## src/rtl/in_ep_pkg.sv

```systemverilog
package in_ep_pkg;

    typedef enum logic [1:0] {
        ST_IDLE    = 2'd0,
        ST_WAIT_HS = 2'd1,
        ST_COMMIT  = 2'd2
    } seq_state_t;

    localparam int IRQ_N     = 3;
    localparam int IRQ_DONE  = 0;
    localparam int IRQ_EMPTY = 1;
    localparam int IRQ_TMO   = 2;

endpackage

```

## src/rtl/in_ep_counters.sv

```systemverilog
module in_ep_counters #(
    parameter int SIZE_W = 16,
    parameter int PKT_W  = 10,
    parameter int MPS_W  = 7
) (
    input  logic              clk,
    input  logic              rst_n,
    input  logic              load,
    input  logic [SIZE_W-1:0] load_size,
    input  logic [PKT_W-1:0]  load_pkts,
    input  logic              commit,
    input  logic [MPS_W-1:0]  sent_len,
    input  logic [MPS_W-1:0]  mps,
    output logic [SIZE_W-1:0] xfer_left,
    output logic [PKT_W-1:0]  pkt_left,
    output logic              done_next
);

    logic              short_pkt;
    logic [SIZE_W-1:0] xfer_nxt;
    logic [PKT_W-1:0]  pkt_nxt;

    always_comb begin
        short_pkt = (sent_len < mps);
        xfer_nxt  = xfer_left - SIZE_W'(sent_len);
        if (short_pkt || pkt_left == '0)
            pkt_nxt = '0;
        else
            pkt_nxt = pkt_left - PKT_W'(1);
        done_next = (xfer_nxt == '0) && (pkt_nxt == '0);
    end

    always_ff @(posedge clk or negedge rst_n) begin
        if (!rst_n) begin
            xfer_left <= '0;
            pkt_left  <= '0;
        end else if (load) begin
            xfer_left <= load_size;
            pkt_left  <= load_pkts;
        end else if (commit) begin
            xfer_left <= xfer_nxt;
            pkt_left  <= pkt_nxt;
        end
    end

endmodule

```

## src/rtl/in_ep_irq_bank.sv

```systemverilog
module in_ep_irq_bank #(
    parameter int N = 3
) (
    input  logic         clk,
    input  logic         rst_n,
    input  logic [N-1:0] set_evt,
    input  logic [N-1:0] clr_mask,
    output logic [N-1:0] irq
);

    for (genvar i = 0; i < N; i++) begin : g_bit
        always_ff @(posedge clk or negedge rst_n) begin
            if (!rst_n)
                irq[i] <= 1'b0;
            else if (set_evt[i])
                irq[i] <= 1'b1;
            else if (clr_mask[i])
                irq[i] <= 1'b0;
        end
    end

endmodule

```

## src/rtl/in_ep_txspace.sv

```systemverilog
module in_ep_txspace #(
    parameter int FIFO_WORDS = 64,
    parameter int LVL_W      = 7
) (
    input  logic [LVL_W-1:0] level,
    output logic             empty,
    output logic [LVL_W-1:0] free_words
);

    localparam logic [LVL_W-1:0] DEPTH = LVL_W'(FIFO_WORDS);

    always_comb begin
        empty = (level == '0);
        if (level >= DEPTH)
            free_words = '0;
        else
            free_words = DEPTH - level;
    end

endmodule

```

## src/rtl/in_ep_sequencer.sv

```systemverilog
module in_ep_sequencer
    import in_ep_pkg::*;
#(
    parameter int  SIZE_W     = 16,
    parameter int  PKT_W      = 10,
    parameter int  MPS_W      = 7,
    parameter int  FIFO_WORDS = 64,
    localparam int LVL_W      = $clog2(FIFO_WORDS + 1)
) (
    input  logic              clk,
    input  logic              rst_n,
    input  logic              cfg_load,
    input  logic [SIZE_W-1:0] cfg_size,
    input  logic [PKT_W-1:0]  cfg_pkts,
    input  logic [MPS_W-1:0]  cfg_mps,
    input  logic              cfg_ctrl_ep,
    input  logic              fw_enable,
    input  logic              fw_clear_nak,
    input  logic              fw_set_nak,
    input  logic [IRQ_N-1:0]  fw_irq_clr,
    input  logic              tok_in,
    input  logic              hs_ack,
    input  logic              hs_timeout,
    input  logic [LVL_W-1:0]  fifo_level,
    output logic              rsp_send,
    output logic              rsp_nak,
    output logic [MPS_W-1:0]  rsp_len,
    output logic              fifo_rewind,
    output logic              ep_active,
    output logic              ep_nak,
    output logic [SIZE_W-1:0] xfer_left,
    output logic [PKT_W-1:0]  pkt_left,
    output logic [IRQ_N-1:0]  irq,
    output logic              txf_empty,
    output logic [LVL_W-1:0]  txf_free
);

    localparam int CMP_W = (LVL_W + 2 > MPS_W) ? LVL_W + 2 : MPS_W;

    seq_state_t       state, state_nxt;
    logic             tok_idle;
    logic             serve;
    logic             have_data;
    logic [MPS_W-1:0] pkt_len;
    logic             done_next;
    logic             commit;
    logic             tmo_evt;
    logic [IRQ_N-1:0] irq_set;

    // Decision for the token seen in ST_IDLE
    always_comb begin
        if (xfer_left < SIZE_W'(cfg_mps))
            pkt_len = MPS_W'(xfer_left);
        else
            pkt_len = cfg_mps;
        have_data = (pkt_len == '0) ||
                    ({CMP_W'(fifo_level), 2'b00} >= {2'b00, CMP_W'(pkt_len)});
        tok_idle  = tok_in && (state == ST_IDLE);
        serve     = tok_idle && ep_active && !ep_nak &&
                    (pkt_left != '0) && have_data;
        commit    = (state == ST_COMMIT);
        tmo_evt   = (state == ST_WAIT_HS) && hs_timeout && !hs_ack;
    end

    // State register
    always_ff @(posedge clk or negedge rst_n) begin
        if (!rst_n)
            state <= ST_IDLE;
        else
            state <= state_nxt;
    end

    // Transitions
    always_comb begin
        state_nxt = state;
        unique case (state)
            ST_IDLE:    if (serve) state_nxt = ST_WAIT_HS;
            ST_WAIT_HS: begin
                if (hs_ack)
                    state_nxt = ST_COMMIT;
                else if (hs_timeout)
                    state_nxt = ST_IDLE;
            end
            ST_COMMIT:  state_nxt = ST_IDLE;
            default:    state_nxt = ST_IDLE;
        endcase
    end

    // Registered outputs and endpoint status
    always_ff @(posedge clk or negedge rst_n) begin
        if (!rst_n) begin
            rsp_send    <= 1'b0;
            rsp_nak     <= 1'b0;
            rsp_len     <= '0;
            fifo_rewind <= 1'b0;
            ep_active   <= 1'b0;
            ep_nak      <= 1'b1;
        end else begin
            rsp_send    <= serve;
            rsp_nak     <= tok_idle && !serve;
            fifo_rewind <= tmo_evt;
            if (serve)
                rsp_len <= pkt_len;
            if (commit && done_next)
                ep_active <= 1'b0;
            else if (fw_enable)
                ep_active <= 1'b1;
            if (fw_set_nak)
                ep_nak <= 1'b1;
            else if (fw_clear_nak)
                ep_nak <= 1'b0;
        end
    end

    always_comb begin
        irq_set            = '0;
        irq_set[IRQ_DONE]  = commit && done_next;
        irq_set[IRQ_EMPTY] = tok_idle && (fifo_level == '0) && (pkt_left == '0);
        irq_set[IRQ_TMO]   = tmo_evt && cfg_ctrl_ep;
    end

    in_ep_counters #(
        .SIZE_W (SIZE_W),
        .PKT_W  (PKT_W),
        .MPS_W  (MPS_W)
    ) u_cnt (
        .clk       (clk),
        .rst_n     (rst_n),
        .load      (cfg_load),
        .load_size (cfg_size),
        .load_pkts (cfg_pkts),
        .commit    (commit),
        .sent_len  (rsp_len),
        .mps       (cfg_mps),
        .xfer_left (xfer_left),
        .pkt_left  (pkt_left),
        .done_next (done_next)
    );

    in_ep_irq_bank #(
        .N (IRQ_N)
    ) u_irq (
        .clk      (clk),
        .rst_n    (rst_n),
        .set_evt  (irq_set),
        .clr_mask (fw_irq_clr),
        .irq      (irq)
    );

    in_ep_txspace #(
        .FIFO_WORDS (FIFO_WORDS),
        .LVL_W      (LVL_W)
    ) u_space (
        .level      (fifo_level),
        .empty      (txf_empty),
        .free_words (txf_free)
    );

endmodule

```

## config.mk

```make
export PLATFORM = sky130hd
export DESIGN_NAME = in_ep_sequencer
export DESIGN_NICKNAME = d
export VERILOG_FILES = /design/src/rtl/in_ep_pkg.sv /design/src/rtl/in_ep_counters.sv /design/src/rtl/in_ep_irq_bank.sv /design/src/rtl/in_ep_txspace.sv /design/src/rtl/in_ep_sequencer.sv
export SDC_FILE = /design/constraint.sdc
export NUM_CORES = 1
export LEC_CHECK = 0
export CAP_MARGIN = 20
export CORE_ASPECT_RATIO = 1.5
export CORE_MARGIN = 5
export CORE_UTILIZATION = 43
export DETAILED_ROUTE_END_ITERATION = 6
export GPL_ROUTABILITY_DRIVEN = 1
export PLACE_DENSITY_LB_ADDON = 0.15
export SYNTH_ARGS = -nofsm -noshare
export SYNTH_HDL_FRONTEND = slang
export SYNTH_SLANG_ARGS = --single-unit
```

## constraint.sdc

```tcl
create_clock -name clk -period 4.1 [get_ports clk]
set_input_delay 0.41 -clock clk [delete_from_list [all_inputs] [get_ports clk]]
set_output_delay 0.41 -clock clk [all_outputs]
set_load 0.01 [all_outputs]
```

==> After elaboration in Yosys (flattened, before gate mapping) <==
Cells that the tools add are included.
{ "totals": {"register_bits": 43, "latchBits": 0, "ram_bits": 0, "romBits": 0, "in_bits": 53, "output_inout_bits": 49, "mem_count": 0} }
{ "classes": {"add_sub_neg": 3, "multipliers": 0, "div": 0, "order_cmp": 4, "n_eq_ne": 4, "n_shift": 0, "muxes": 21, "n_bitwise": 0, "reduce_logical": 32} }
{ "ops": {"columns": ["op", "count"], "rows": [
  ["$mux 16", 2],
  ["$mux 10", 3],
  ["$logic_not 10->1", 2],
  ["$logic_not 16->1", 1],
  ["$lt 16x7->1", 1],
  ["$sub 16x7->16", 1],
  ["$logic_not 7->1", 2],
  ["$mux 7", 2],
  ["$logic_and 1x1->1", 13],
  ["$reduce_bool 2->1", 6],
  ["$mux 1", 10],
  ["$reduce_bool 10->1", 1],
  ["$sub 10x1->10 const B", 1],
  ["$ge 9x7->1", 1],
  ["$ge 7x7->1 const B", 1],
  ["$lt 7x7->1", 1],
  ["$sub 7x7->7 const A", 1],
  ["$mux 2", 3],
  ["$pmux 2 s2", 1],
  ["$logic_not 1->1", 3],
  ["$ne 3x3->1 const B", 1],
  ["$eq 2x1->1 const B", 1],
  ["$eq 2x2->1 const B", 1],
  ["$logic_not 2->1", 1],
  ["other kinds (3)", 4]
]} }

==> Longest topological paths before layout <==
{ "depth": {"depth_word": 8, "ltp_mapped": 15, "mapped_depth_nobuf": 14} }

==> By module <==
A second synthesis with hierarchy kept.
{ "unflattened": {"hier_cells": 429, "area_unflattened_um2": 3583.4} }
{ "modules_own_cells": {"columns": ["mod", "instances", "cells_each", "area_each_um2"], "rows": [
  ["in_ep_counters", 1, 283, 2260.9],
  ["in_ep_sequencer", 1, 111, 1032.2],
  ["in_ep_txspace", 1, 26, 181.4],
  ["in_ep_irq_bank", 1, 9, 108.9]
]} }

==> Worst setup path after synthesis <==
OpenSTA, ideal clock, no wires.
{ "synth_timing": {"kind": "input to register", "startpoint": "input cfg_mps[2]", "endpoint": "register rsp_len[0]", "setup_time_ns": 0.125, "arrival_time_ns": 3.828, "path_slack_ns": 0.147, "cell_stages": 14, "path_cell_list": "inv_1 ha_1 a211oi_2 o21ai_1 a2111oi_4 nand2_2 buf_4 mux2i_1 ha_1 a21o_1 a2111oi_0 o21ai_0 o311ai_4 mux2_4"} }
{ "synth_via": {"elab_chain_len": 5, "elab_cells_between_ends": 6, "classes_between": "order compare: 2; mux: 1; reduce/logical: 3"} }
{ "synth_rtl": {"columns": ["element", "line_no", "rtl"], "rows": [
  ["from (decl)", "in_ep_sequencer.sv:15", "input logic [MPS_W-1:0] cfg_mps,"],
  ["$lt 16x7->1", "in_ep_sequencer.sv:52", "if (xfer_left < SIZE_W'(cfg_mps))"],
  ["$mux 7 *", "in_ep_sequencer.sv:52", null],
  ["$ge 9x7->1 or $logic_not 7->1 (tied branches)", "in_ep_sequencer.sv:57, in_ep_sequencer.sv:56", null],
  ["$logic_or 1x1->1", "in_ep_sequencer.sv:56", "have_data = (pkt_len == '0) ||"],
  ["$logic_and 1x1->1", "in_ep_sequencer.sv:60", "(pkt_left != '0) && have_data;"],
  ["to (signal assigned)", "in_ep_sequencer.sv:103", "rsp_len <= pkt_len;"],
  ["to (decl)", "in_ep_sequencer.sv:27", "output logic [MPS_W-1:0] rsp_len,"]
]} }
Mark *: on every way between the ends. The rest lies on a longest branch, timed or not.
A chain may end at the register's enable or synchronous reset.

==> Worst setup path in the final report <==
Ends and elaborated chain as after synthesis.

==> impl.org <==
** Synth
- By area, the combinational part of the netlist is dominated by simple AND/OR/NAND/NOR gates.
- Of the total synthesized cell area, the portion taken by XOR and XNOR cells is 0.0456.
- Post-synth net total :: 468
- Simple-gate share of the synthesized area :: 0.229
- Of the post-synthesis cell area, the part taken by muxes is 0.0570.
- A synthesized cell averages 8.42 um2.
- Among all flip-flop cells after synthesis, the most frequent one is sky130_fd_sc_hd__dfrtp_1.
- Library cells used by synthesis :: 61
- Counting flops with a built-in enable in the synthesized netlist gives 0.
- Warning count from the yosys run :: 0
- Of the total synthesized cell area, the portion taken by full adders, half adders and majority gates is 0.106.
- Flop and latch count out of synthesis :: 43
- Sequential element share of the synthesized area :: 0.330
- Share of the synthesized area in compound gates (AO/OA/AOI/OAI) :: 0.184
- Counting flops with an async set or reset pin after synthesis yields a share of 1.00.
- Mapped cell area :: 3270 um2
- Cells after synthesis :: 388

** Drt
- Total vias in the final route :: 3238
- In the routed design, unresolved DRC markers number 0.
- After detailed routing, the average wire length per cell comes to 15.7 um.
- Starting DRT DRC Count :: 112
- The first TritonRoute pass finished after 4 iterations.
- Total Routed Length :: 9680 um
- Number of nets with antenna violations after detailed routing :: 0
- In the routed layout, each cell is associated on average with a via count of 5.27.

** Critical path
- In this run the worst path has a maximum fanout of 4.
- At the worst endpoint, the required time is 4.27 ns.
- Longest individual stage delay on the worst path :: 0.48 ns
- The worst setup path is launched from a primary input.
- Cells traversed along the worst timing path :: clkdlybuf4s50_1, inv_1, ha_1, a211oi_2, o21ai_1, a2111oi_4, nand2_2, mux2i_4, ha_1, a21o_1, a2111oi_4, o21ai_0, a221o_1, o311ai_4, mux2_4
- Crit Path Class :: primary input to flip-flop
- The slowest stage of the critical path belongs to the cell sky130_fd_sc_hd__clkdlybuf4s50_1.
- CP Capture Type :: flip-flop
- Data arrival time at the worst-slack endpoint :: 4.08 ns

** GRT
- Across every metal layer, demand over resource in global routing totals 0.208.
- Antenna violations before repair :: 0
- The number of global-route vias before repair is 3213.
- Global-route wire length before repair :: 15500 um
- Summed over all layers, the global routing overflow is 0.
- Entering global routing, the biggest net connects 44 pins.

** Timing
- Hold timing on the final database bottoms out at a slack of 0.466 ns.
- In the finished design, the share of the clock period the worst path needs comes to 0.953.
- Setup slack closes at 0.192 ns.
- Timing would allow up to 256 MHz.
- At the pin with the least slew margin, the transition time is 0.945 ns.
- Clock skew on the completed layout was measured at 0.00590 ns.
- Rel. slew slack :: 0.368
- The final number of max-transition violations is 0.
- Summed over all failing endpoints, the final setup total negative slack is 0 ns.
- Final-report hold violation count :: 0
- The smallest clock period supported by the final layout is computed as 3.91 ns.
- Number of endpoints failing setup at the final stage :: 0

** Die
- During I/O placement, the number of pins put on the boundary was 102.
- The die covers 9480 um2.
- In this run the vertical extent of the chip is 117 um.
- The initialized floorplan defines 39 standard-cell rows.
- The die is 81.2 um wide.
- Core region area :: 7510 um2
- For this configuration, the core starts out at a cell density of 0.435.

** Cells and area
- Layout cell share with drive strength beyond 1 :: 0.109
- Leaving out fill and tap cells, the most frequent cell in the layout is sky130_fd_sc_hd__clkdlybuf4s50_1.
- In the final design database the tool counted 592 nets.
- Final design utilization :: 0.635
- Synth-to-Final Area Change :: 46.1%
- In the layout the commonest cells are sky130_fd_sc_hd__clkdlybuf4s50_1, sky130_fd_sc_hd__nand2_1, sky130_fd_sc_hd__dfrtp_1.
- Diode count :: 0

** Clock network
- Number of post-CTS setup repair buffers :: 0
- Buffers inserted during clock tree synthesis total 5.
- Counting every sink on the clock net gives 43.
- H-tree levels :: 2
- Root Buffer :: sky130_fd_sc_hd__clkbuf_16
- Clock slew at the register clock pins of the worst setup and hold paths :: 0.06 ns
- The longest clock path from root to sink contains 2 buffers.
- CTS tree :: done
- Later-pin clock latency in the skew report :: 0.29 ns

** Power
- For this design the static power due to leakage is 2.07 nW.
- The worst-case IR drop observed on VDD is 204 uV.
- Dividing total power by cell area gives a power density of 370 nW/um2.

** Placed design
- Final Wtd Congestion :: 0.892
- Pre-CTS setup slack :: -0.332 ns
- Hpwl dp :: 7690 um
- Buffers placed on the I/O ports in this run total 101.

** Job
- Max capacitance violation total :: 0

** Min path
- Path category of the worst min-delay check :: primary input to asynchronous set/reset pin

** Outcome
- The run finished with clean final reports.
per-stage QoR:
step / power (W) / cell area [um2] / std cells
6_report: 0.00177 / 4770 / 615
3_5_place_dp: 0.00134 / 4540 / 605
2_1_floorplan: 0.00101 / 3270 / 388
3_3_place_gp: 0.00132 / 4540 / 605
4_1_cts: 0.00177 / 4710 / 613
5_1_grt: 0.00188 / 4770 / 615
final cells by class:
| class | count | area (um2) |
|---|---|---|
| sequential | 43 | 1080 |
| inverter | 27 | 101 |
| multi-input combinational | 305 | 2060 |
| fill | 697 | 2740 |
| clock buffer | 7 | 153 |
| clock inverter | 1 | 7.51 |
| tap | 102 | 128 |
| timing repair buffer | 130 | 1250 |
power breakdown:
| part | switching [W] | internal, W | total (W) |
|---|---|---|---|
| sequential | 0.0000755 | 0.000482 | 0.000558 |
| combinational | 0.000400 | 0.000378 | 0.000778 |
| clock | 0.000171 | 0.000259 | 0.000431 |
| total | 0.000647 | 0.00112 | 0.00177 |
state kept, by name, indices dropped and copies added, names as in the netlist:
register,cells
u_cnt.xfer_left,16
u_cnt.pkt_left,10
rsp_len,7
u_irq.irq,3
state,2
ep_active,1
ep_nak,1
fifo_rewind,1
rsp_nak,1
rsp_send,1
worst max-delay path: cells and delay by family:
kind,cells,cell delay (ns)
AO/OA/AOI/OAI,8,1.81
adder cells (fa/ha/maj),2,0.62
buffers and inverters,2,0.54
multiplexers,2,0.55
AND/OR/NAND/NOR,1,0.16
routing by layer:
layer / GRT usage / wire length [um] / vias up
li1: - / - / 1618
met1: 0.245 / 3880 / 1526
met2: 0.388 / 5160 / 80
met3: 0.0314 / 469 / 14
met4: 0.0586 / 172 / 0
met5: 0 / 0 / -
synthesized netlist by cell type, types with 4 or more instances:
cell type / instances / area, um2
sky130_fd_sc_hd__nand2_1: 45 / 169
sky130_fd_sc_hd__mux2i_1: 16 / 160
sky130_fd_sc_hd__inv_1: 27 / 101
sky130_fd_sc_hd__clkbuf_1: 9 / 33.8
sky130_fd_sc_hd__xnor2_1: 10 / 87.6
sky130_fd_sc_hd__nor2b_1: 7 / 43.8
sky130_fd_sc_hd__nor4_1: 4 / 25.0
sky130_fd_sc_hd__o21ai_0: 38 / 190
sky130_fd_sc_hd__a21oi_1: 28 / 140
sky130_fd_sc_hd__nor3_1: 18 / 90.1
sky130_fd_sc_hd__a21o_1: 5 / 37.5
sky130_fd_sc_hd__or3_1: 4 / 25.0
sky130_fd_sc_hd__ha_1: 26 / 325
sky130_fd_sc_hd__nor2_1: 39 / 146
sky130_fd_sc_hd__xor2_1: 7 / 61.3
sky130_fd_sc_hd__dfrtp_1: 42 / 1050
worst paths after layout:
kind / start / end / slack [ns] / cells after the start
setup / recovery: cfg_mps[2] / rsp_len[0]$_DFFE_PN0P_ / 0.19 / 15
hold / removal: rst_n / u_cnt.xfer_left[10]$_DFFE_PN0P_ / 0.47 / 2
setup reg to reg: u_cnt.xfer_left[2]$_DFFE_PN0P_ / rsp_len[0]$_DFFE_PN0P_ / 0.44 / 13
hold reg to reg: u_irq.irq[0]$_DFFE_PN0P_ / u_irq.irq[0]$_DFFE_PN0P_ / 0.48 / 1
max in group asynchronous: rst_n / ep_nak$_DFFE_PN1P_ / 3.14 / 3
min in group clk: u_irq.irq[0]$_DFFE_PN0P_ / u_irq.irq[0]$_DFFE_PN0P_ / 0.48 / 1
cell families after synthesis:
family                     count (synthesis)
AOI/OAI and AO/OA                         95
xor gates and xnor gates                  17
adders and majority gates                 27
buffers and inverters                     40
DFF                                       43
muxes                                     18
and+or+nand+nor                          148
repair_timing:
action,CTS,global route
pin swaps,0,3
gates resized for setup,1,7
hold buffers,0,1
setup endpoints to repair,7,10
hold endpoints to repair,0,3
cloned,0,0
Note: power is estimated with default switching activity, not from simulation.
